`config.mk`:
```
export PLATFORM = sky130hd
export DESIGN_NAME = phy_link_seq
export DESIGN_NICKNAME = d
export VERILOG_FILES = /design/src/rtl/phy_link_seq.sv
export SDC_FILE = /design/constraint.sdc
export NUM_CORES = 1
export LEC_CHECK = 0
export ABC_CLOCK_PERIOD_IN_PS = 3000
export BUFFER_PORTS_ARGS = -buffer_cell sky130_fd_sc_hd__buf_2
export CAP_MARGIN = 10
export CELL_PAD_IN_SITES_DETAIL_PLACEMENT = 0
export CELL_PAD_IN_SITES_GLOBAL_PLACEMENT = 1
export CORE_MARGIN = 1
export CORE_UTILIZATION = 43
export DETAILED_ROUTE_END_ITERATION = 8
export PLACE_DENSITY_LB_ADDON = 0.1
export SLEW_MARGIN = 15
export SYNTH_ARGS = -nofsm -noshare
export SYNTH_HDL_FRONTEND = slang
export SYNTH_SLANG_ARGS = --single-unit
```
`constraint.sdc`:
```
create_clock -name clk -period 3 [get_ports clk]
set_clock_uncertainty 0.2 [all_clocks]
set_input_delay 0.6 -clock clk [delete_from_list [all_inputs] [get_ports clk]]
set_output_delay 0.6 -clock clk [all_outputs]
set_load 0.005 [all_outputs]
```
`src/rtl/phy_link_seq.sv`:
```
module phy_link_seq #(
  parameter int STAT_W  = 8,
  parameter int MAX_SPD = 3
) (
  input  logic              clk,
  input  logic              rst_n,
  input  logic              stat_req,
  input  logic [STAT_W-1:0] stat_bits,
  input  logic              rx_act,
  input  logic [2:0]        rx_spd,
  input  logic [7:0]        rx_byte,
  input  logic              arb_won,
  input  logic [2:0]        gnt_type,
  input  logic [2:0]        req_spd,
  input  logic [1:0]        ctl_i,
  input  logic [7:0]        d_i,
  output logic [1:0]        ctl_o,
  output logic [7:0]        d_o,
  output logic              bus_oe,
  output logic              tx_vld,
  output logic [7:0]        tx_byte,
  output logic              tx_null,
  output logic              tx_end
);
  localparam int NCH = STAT_W / 2;
  localparam int CW  = $clog2(NCH + 1);
  localparam logic [CW-1:0] LAST_CH = CW'(NCH);
  localparam logic [2:0] SPD_LIM = 3'(MAX_SPD);

  typedef enum logic [2:0] {S_IDLE, S_STAT, S_RXON, S_RXD, S_GNT, S_GIDL, S_LNK} st_t;
  st_t st;

  logic              spend, gpend, gbad, idle_used, started;
  logic [STAT_W-1:0] sbits, shreg;
  logic [CW-1:0]     cnt;
  logic [2:0]        gtype, spd_q;
  logic [7:0]        rx_q;

  always_ff @(posedge clk) begin
    if (!rst_n) begin
      st <= S_IDLE;
      ctl_o <= 2'b00; d_o <= 8'h00; bus_oe <= 1'b1;
      tx_vld <= 1'b0; tx_byte <= 8'h00; tx_null <= 1'b0; tx_end <= 1'b0;
      spend <= 1'b0; gpend <= 1'b0; gbad <= 1'b0;
      idle_used <= 1'b0; started <= 1'b0;
      sbits <= '0; shreg <= '0; cnt <= '0;
      gtype <= 3'd0; spd_q <= 3'd0; rx_q <= 8'h00;
    end else begin
      tx_vld <= 1'b0;
      tx_end <= 1'b0;
      if (stat_req) begin
        spend <= 1'b1;
        sbits <= stat_bits;
      end
      if (arb_won) begin
        gpend <= 1'b1;
        gtype <= gnt_type;
        gbad  <= req_spd > SPD_LIM;
      end
      case (st)
        S_IDLE: begin
          ctl_o <= 2'b00;
          d_o   <= 8'h00;
          if (ctl_o == 2'b00) begin
            if (rx_act) begin
              ctl_o <= 2'b10; d_o <= 8'hFF; spd_q <= rx_spd; st <= S_RXON;
            end else if (gpend) begin
              ctl_o <= 2'b11; d_o <= {5'b0, gtype}; gpend <= 1'b0; st <= S_GNT;
            end else if (spend) begin
              ctl_o <= 2'b01; d_o <= {6'b0, sbits[1:0]};
              shreg <= sbits >> 2; cnt <= CW'(1); st <= S_STAT;
            end
          end
        end
        S_STAT: begin
          if (rx_act) begin
            ctl_o <= 2'b10; d_o <= 8'hFF; spd_q <= rx_spd; st <= S_RXON;
          end else if (cnt == LAST_CH) begin
            ctl_o <= 2'b00; d_o <= 8'h00; st <= S_IDLE;
            if (!stat_req) spend <= 1'b0;
          end else begin
            d_o   <= {6'b0, shreg[1:0]};
            shreg <= shreg >> 2;
            cnt   <= cnt + CW'(1);
          end
        end
        S_RXON: begin
          d_o  <= {5'b0, spd_q};
          rx_q <= rx_byte;
          st   <= rx_act ? S_RXD : S_IDLE;
        end
        S_RXD: begin
          d_o  <= rx_q;
          rx_q <= rx_byte;
          if (!rx_act) st <= S_IDLE;
        end
        S_GNT: begin
          ctl_o <= 2'b00; d_o <= 8'h00; st <= S_GIDL;
        end
        S_GIDL: begin
          bus_oe <= 1'b0; idle_used <= 1'b0; started <= 1'b0;
          tx_null <= gbad; st <= S_LNK;
        end
        S_LNK: begin
          case (ctl_i)
            2'b01: begin
              started <= 1'b1;
              if (!tx_null) begin
                tx_vld  <= 1'b1;
                tx_byte <= d_i;
              end
            end
            2'b11: started <= 1'b1;
            default: begin
              if (!started && !idle_used) idle_used <= 1'b1;
              else begin
                tx_end <= 1'b1; bus_oe <= 1'b1; ctl_o <= 2'b00; d_o <= 8'h00;
                tx_null <= 1'b0; st <= S_IDLE;
              end
            end
          endcase
        end
        default: st <= S_IDLE;
      endcase
    end
  end


  gnt_idle_chk: assert property (@(posedge clk) disable iff (!rst_n)
    (bus_oe && ctl_o == 2'b11) |=> (bus_oe && ctl_o == 2'b00));

  gnt_release_chk: assert property (@(posedge clk) disable iff (!rst_n)
    (bus_oe && ctl_o == 2'b11) |=> ##1 !bus_oe);

  stat_pad_chk: assert property (@(posedge clk) disable iff (!rst_n)
    (bus_oe && ctl_o == 2'b01) |-> d_o[7:2] == 6'b0);

  data_on_chk: assert property (@(posedge clk) disable iff (!rst_n)
    (bus_oe && ctl_o == 2'b10 && !$past(bus_oe && ctl_o == 2'b10)) |-> d_o == 8'hFF);

  tx_source_chk: assert property (@(posedge clk) disable iff (!rst_n)
    tx_vld |-> $past(!bus_oe && ctl_i == 2'b01));

  end_reclaim_chk: assert property (@(posedge clk) disable iff (!rst_n)
    tx_end |-> (bus_oe && ctl_o == 2'b00));

  null_quiet_chk: assert property (@(posedge clk) disable iff (!rst_n)
    tx_null |-> !tx_vld);
endmodule

```
# Yosys cells after proc, flatten, opt, wreduce, memory -nomap -nowiden
# Index checks and enable logic that the tools add are counted.
# totals
in_bits	40
wordCells	136
register_bits	63
# op_classes
n_reduce_logical	22
n_bitwise	3
add_sub_neg	1
n_eq_ne	22
n_mux	68
order_cmp	1
# op_table
operator	n
$mux W8	11
$mux W3	17
$pmux W8 S6	1
$ne A2 B2 Y1 const B	11
$pmux W3 S7	1
$mux W1	20
$mux W2	10
$pmux W8 S2	1
$reduce_and A3 Y1	5
$eq A3 B3 Y1 const B	4
$pmux W3 S2	2
$pmux W1 S2	4
$pmux W2 S4	1
$reduce_and A7 Y1	1
$eq A3 B2 Y1 const B	2
$reduce_and A6 Y1	1
$reduce_bool A6 Y1	1
$ne A4 B4 Y1 const B	1
$reduce_and A2 Y1	2
$reduce_and A4 Y1	1
$reduce_bool A2 Y1	2
$reduce_bool A4 Y1	1
$reduce_or A2 Y1	2
$reduce_or A4 Y1	1
other kinds (11)	14

# Longest topological paths before layout
# logic_depth
word_depth	5
depth_mapped	7
ltp_nobuf	6

# Least setup slack after synthesis
# Ideal clock, no wire load.
# synth_path
kind	input to register
startpoint	input rx_act
endpoint	register st[0]
setup_time_ns	0.072
n_path_buf	1
t_arrival_ns	1.714
path_slack_ns	1.014
cell_stages	5
cell_sequence	buf_6 or4_1 o22a_1 o211ai_2 mux2i_1
# synth_via
elab_chain_cells	3
word_cells_on_any_way	9
# synth_rtl
item	line	text
start: declaration	9	input logic rx_act,
$mux W3	65	if (rx_act) begin
$mux W3	64	if (ctl_o == 2'b00) begin
$pmux W3 S7	60	case (st)
end signal: assignment	90	st <= rx_act ? S_RXD : S_IDLE;
end: declaration	31	st_t st;
# Parallel ways exist; a longest one is shown, timed or not. The select of a mux whose other input is x is not followed.
# A chain may end at the register's enable or synchronous reset.

# Final worst setup path
# layout_path
startpoint	register st[0]
endpoint	register d_o[3]
# layout_via
elab_chain_cells	3
word_cells_on_any_way	11
# layout_rtl
item	line	text
$eq A3 B3 Y1, or another cell as far along	60	
$reduce_bool A6 Y1 (no source line) / $ne A2 B2 Y1 (equally long branches)	-	
$reduce_and A3 Y1 (no source line)	-	
end signal: assignment	82	d_o <= {6'b0, shreg[1:0]};
end signal: assignment	88	d_o <= {5'b0, spd_q};
end signal: assignment	93	d_o <= rx_q;
end: declaration	18	output logic [7:0] d_o,
# Parallel ways exist; a longest one is shown, timed or not.

==> results.toml <==
[timing]
clock.fmax_mhz = 465.7
rsz0062_at_grt = "false"
min_period_ns = 2.147
tns_ns = 0
slew_viol_final = 0
finalHoldViolations = 0
timing.final.crit_share_pct = 71.57
setup_viol = 0
worstMarginPinSlew_ns = 0.6968
fin_ws_ns = 0.8529
slew_headroom_pct = 53.45

[clock_network]
clock_sinks = 61
cts_buffer_depth = 2
cts_root_buf = "clkbuf_8"
ctsHoldBuffers = 0
cts_resized = 0
clkTransAtPathRegs_ns = 0.07
h-tree-depth = 3
cts_setup_buffers = 0
tritoncts = "built"
clkLatencyLatePin_ns = 0.33
numCtsBuffers = 9

[power]
p_leak_nw = 1.464
powerDensity_nw_per_um2 = 841.0
vdd_drop_max_v = 0.0003561
total_power_mw = 2.808

[die]
start_util_pct = 45.79
die_x_um = 82.57
num_io_pins = 62
die_h_um = 82.57
dieArea_um2 = 6818
core_um2 = 6096
rows = 28

[grt]
grt_overflow_total = 0
grt_start_max_net_pins = 26
grt_first_pass_wirelength_mm = 10.18
grt.total_usage_pct = 19.95
grt_pass1_vias = 2115
antenna_found_initial = 0

[status]
status = "finished clean"

[routing]
routed_wl_mm = 6.402
via_per_inst = 5.399
route.detailed.drc = 0
route.vias.total = 2435
wl_per_cell_um = 14.20
drt_iter0_drc = 127
ant_nets = 0
first_pass_iters = 5

[job]
max_cap_violations = 0

[logic_synthesis]
synth-async-reset-ratio_pct = 0
syn_avg_cell_area_um2 = 8.778
synth_top_area_share_pct = 43.75
synth_area_leaders = "dfxtp_1 (44%), mux2i_1 (9.0%), a21oi_1 (5.9%), nand2_1 (5.9%), nor2_1 (4.8%)"
ys.flop_type = "dfxtp_1"
synth_edf_count = 0
synth.distinct_cells = 56
yosys.area.top_type = "dfxtp_1"
ys_ff_latch = 61
synth_warnings = 0
synth_area_um2 = 2791
syn-num-nets = 360
synthCells = 318
ys_seq_area_share_pct = 43.75

[worst_setup_path]
startpoint_type = "register"
timing.rr.start = "st[0]"
reg2reg_setup_slack_ns = 0.85
critPathKind = "register to register"
r2r_end = "d_o[3]"
critPathMaxFanout = 19
rr_worst_depth = 5
critical_path.endpoint = "d_o[3]"
cp.required_ns = 3.07
startpoint = "st[0]"
end_kind = "register"
crit_arrival_ns = 2.22

[final_layout]
fill_cells = 596
syn_to_final_growth_pct = 19.59
fin_util_pct = 54.76
final_nets = 413
antenna_cells = 0
drive_above_1_share_pct = 25.00

[min_path]
hp-class = "register to register"

[placement]
post-place-ws_ns = 0.8030
dp_hpwl_mm = 4.481
gp_congestion = 0.7680
portBuffers = 59
through the flow:
step / cells / hold WS, ns / instance area [um^2]
final: 451 / 0.2507 / 3338
after global routing: 451 / 0.2794 / 3338
after floorplan: 318 / 0.2312 / 2791
after detailed placement: 435 / 0.2439 / 3113
after global placement: 435 / 0.2403 / 3113
after CTS: 451 / 0.2535 / 3338
report_power, final:
part           total [mW]  switching [mW]  internal [mW]
combinational       0.904           0.509          0.395
sequential           1.08           0.137          0.946
clock               0.820           0.310          0.511
worst min-delay path by stage:
stage | start | to | slack, ns | cells after the start
after CTS | rx_q[7] | rx_q[7] | 0.25 | 2
final | rx_q[6] | rx_q[6] | 0.25 | 2
after detailed placement | rx_q[7] | rx_q[7] | 0.24 | 2
after global routing | rx_q[0] | rx_q[0] | 0.28 | 2
after floorplan | rx_q[0] | rx_q[0] | 0.23 | 2
after global placement | rx_q[7] | rx_q[7] | 0.24 | 2
cell type report:
class	count	area, um^2	area share (%)
Sequential cell	61	1221	36.58
Clock inverter	4	70.07	2.099
Inverter	5	18.77	0.5622
Timing Repair Buffer	64	332.8	9.970
Clock buffer	12	155.1	4.648
Tap cell	75	93.84	2.811
Multi-Input combinational cell	230	1446	43.33
worst max-delay path: stages (launching register included):
cell     delay (ns)
dfxtp_1        0.68
buf_4          0.28
nor3b_1        0.29
a22oi_1        0.17
o22ai_2        0.24
o221a_2        0.23
Yosys cell counts (3+ instances only):
| cell type | n |
|---|---|
| nand4_1 | 3 |
| o21ai_0 | 12 |
| inv_1 | 5 |
| and3_1 | 6 |
| nand2_1 | 44 |
| mux2i_1 | 25 |
| a311oi_1 | 7 |
| buf_2 | 9 |
| nand2b_1 | 5 |
| nor2_1 | 36 |
| dfxtp_1 | 61 |
| o221a_2 | 7 |
| a21oi_1 | 33 |
| clkbuf_1 | 10 |
| nor2b_1 | 3 |
cells by family after synthesis:
group                      synth area share [%]
AOI/OAI and AO/OA                         21.96
adders and majority gates                0.8963
buffers and inverters                     4.438
DFF                                       43.75
muxes                                     8.965
and+or+nand+nor                           19.99
routing by layer:
layer / track usage (%) / wire length, um
met4: 8.448 / 83
met5: 0 / 0
met2: 29.17 / 2715
met3: 4.286 / 420
met1: 28.09 / 3182
registers in the layout (all words and copies together) (netlist names), 3 cells and up:
register,cells
cnt,3
shreg,6
st,3
rx_q,8
spd_q,3
tx_byte,8
sbits,8
gtype,3
d_o,8
cells in the final DEF (no fill, tap or decap), drive strengths merged, types with 3 or more instances in the layout:
cell    synthesis  final
clkbuf         10     12
and3            6      6
dfxtp          61     61
a311oi          7      7
a21oi          33     33
nand2b          5      5
nand2          44     44
mux2i          25     25
nor2           36     36
nand4           3      3
o221a           7      7
o21bai          3      3
nor2b           3      3
o21ai          12     12
inv             5      5
buf            12     64
Note: power is estimated with default switching activity, not from simulation.
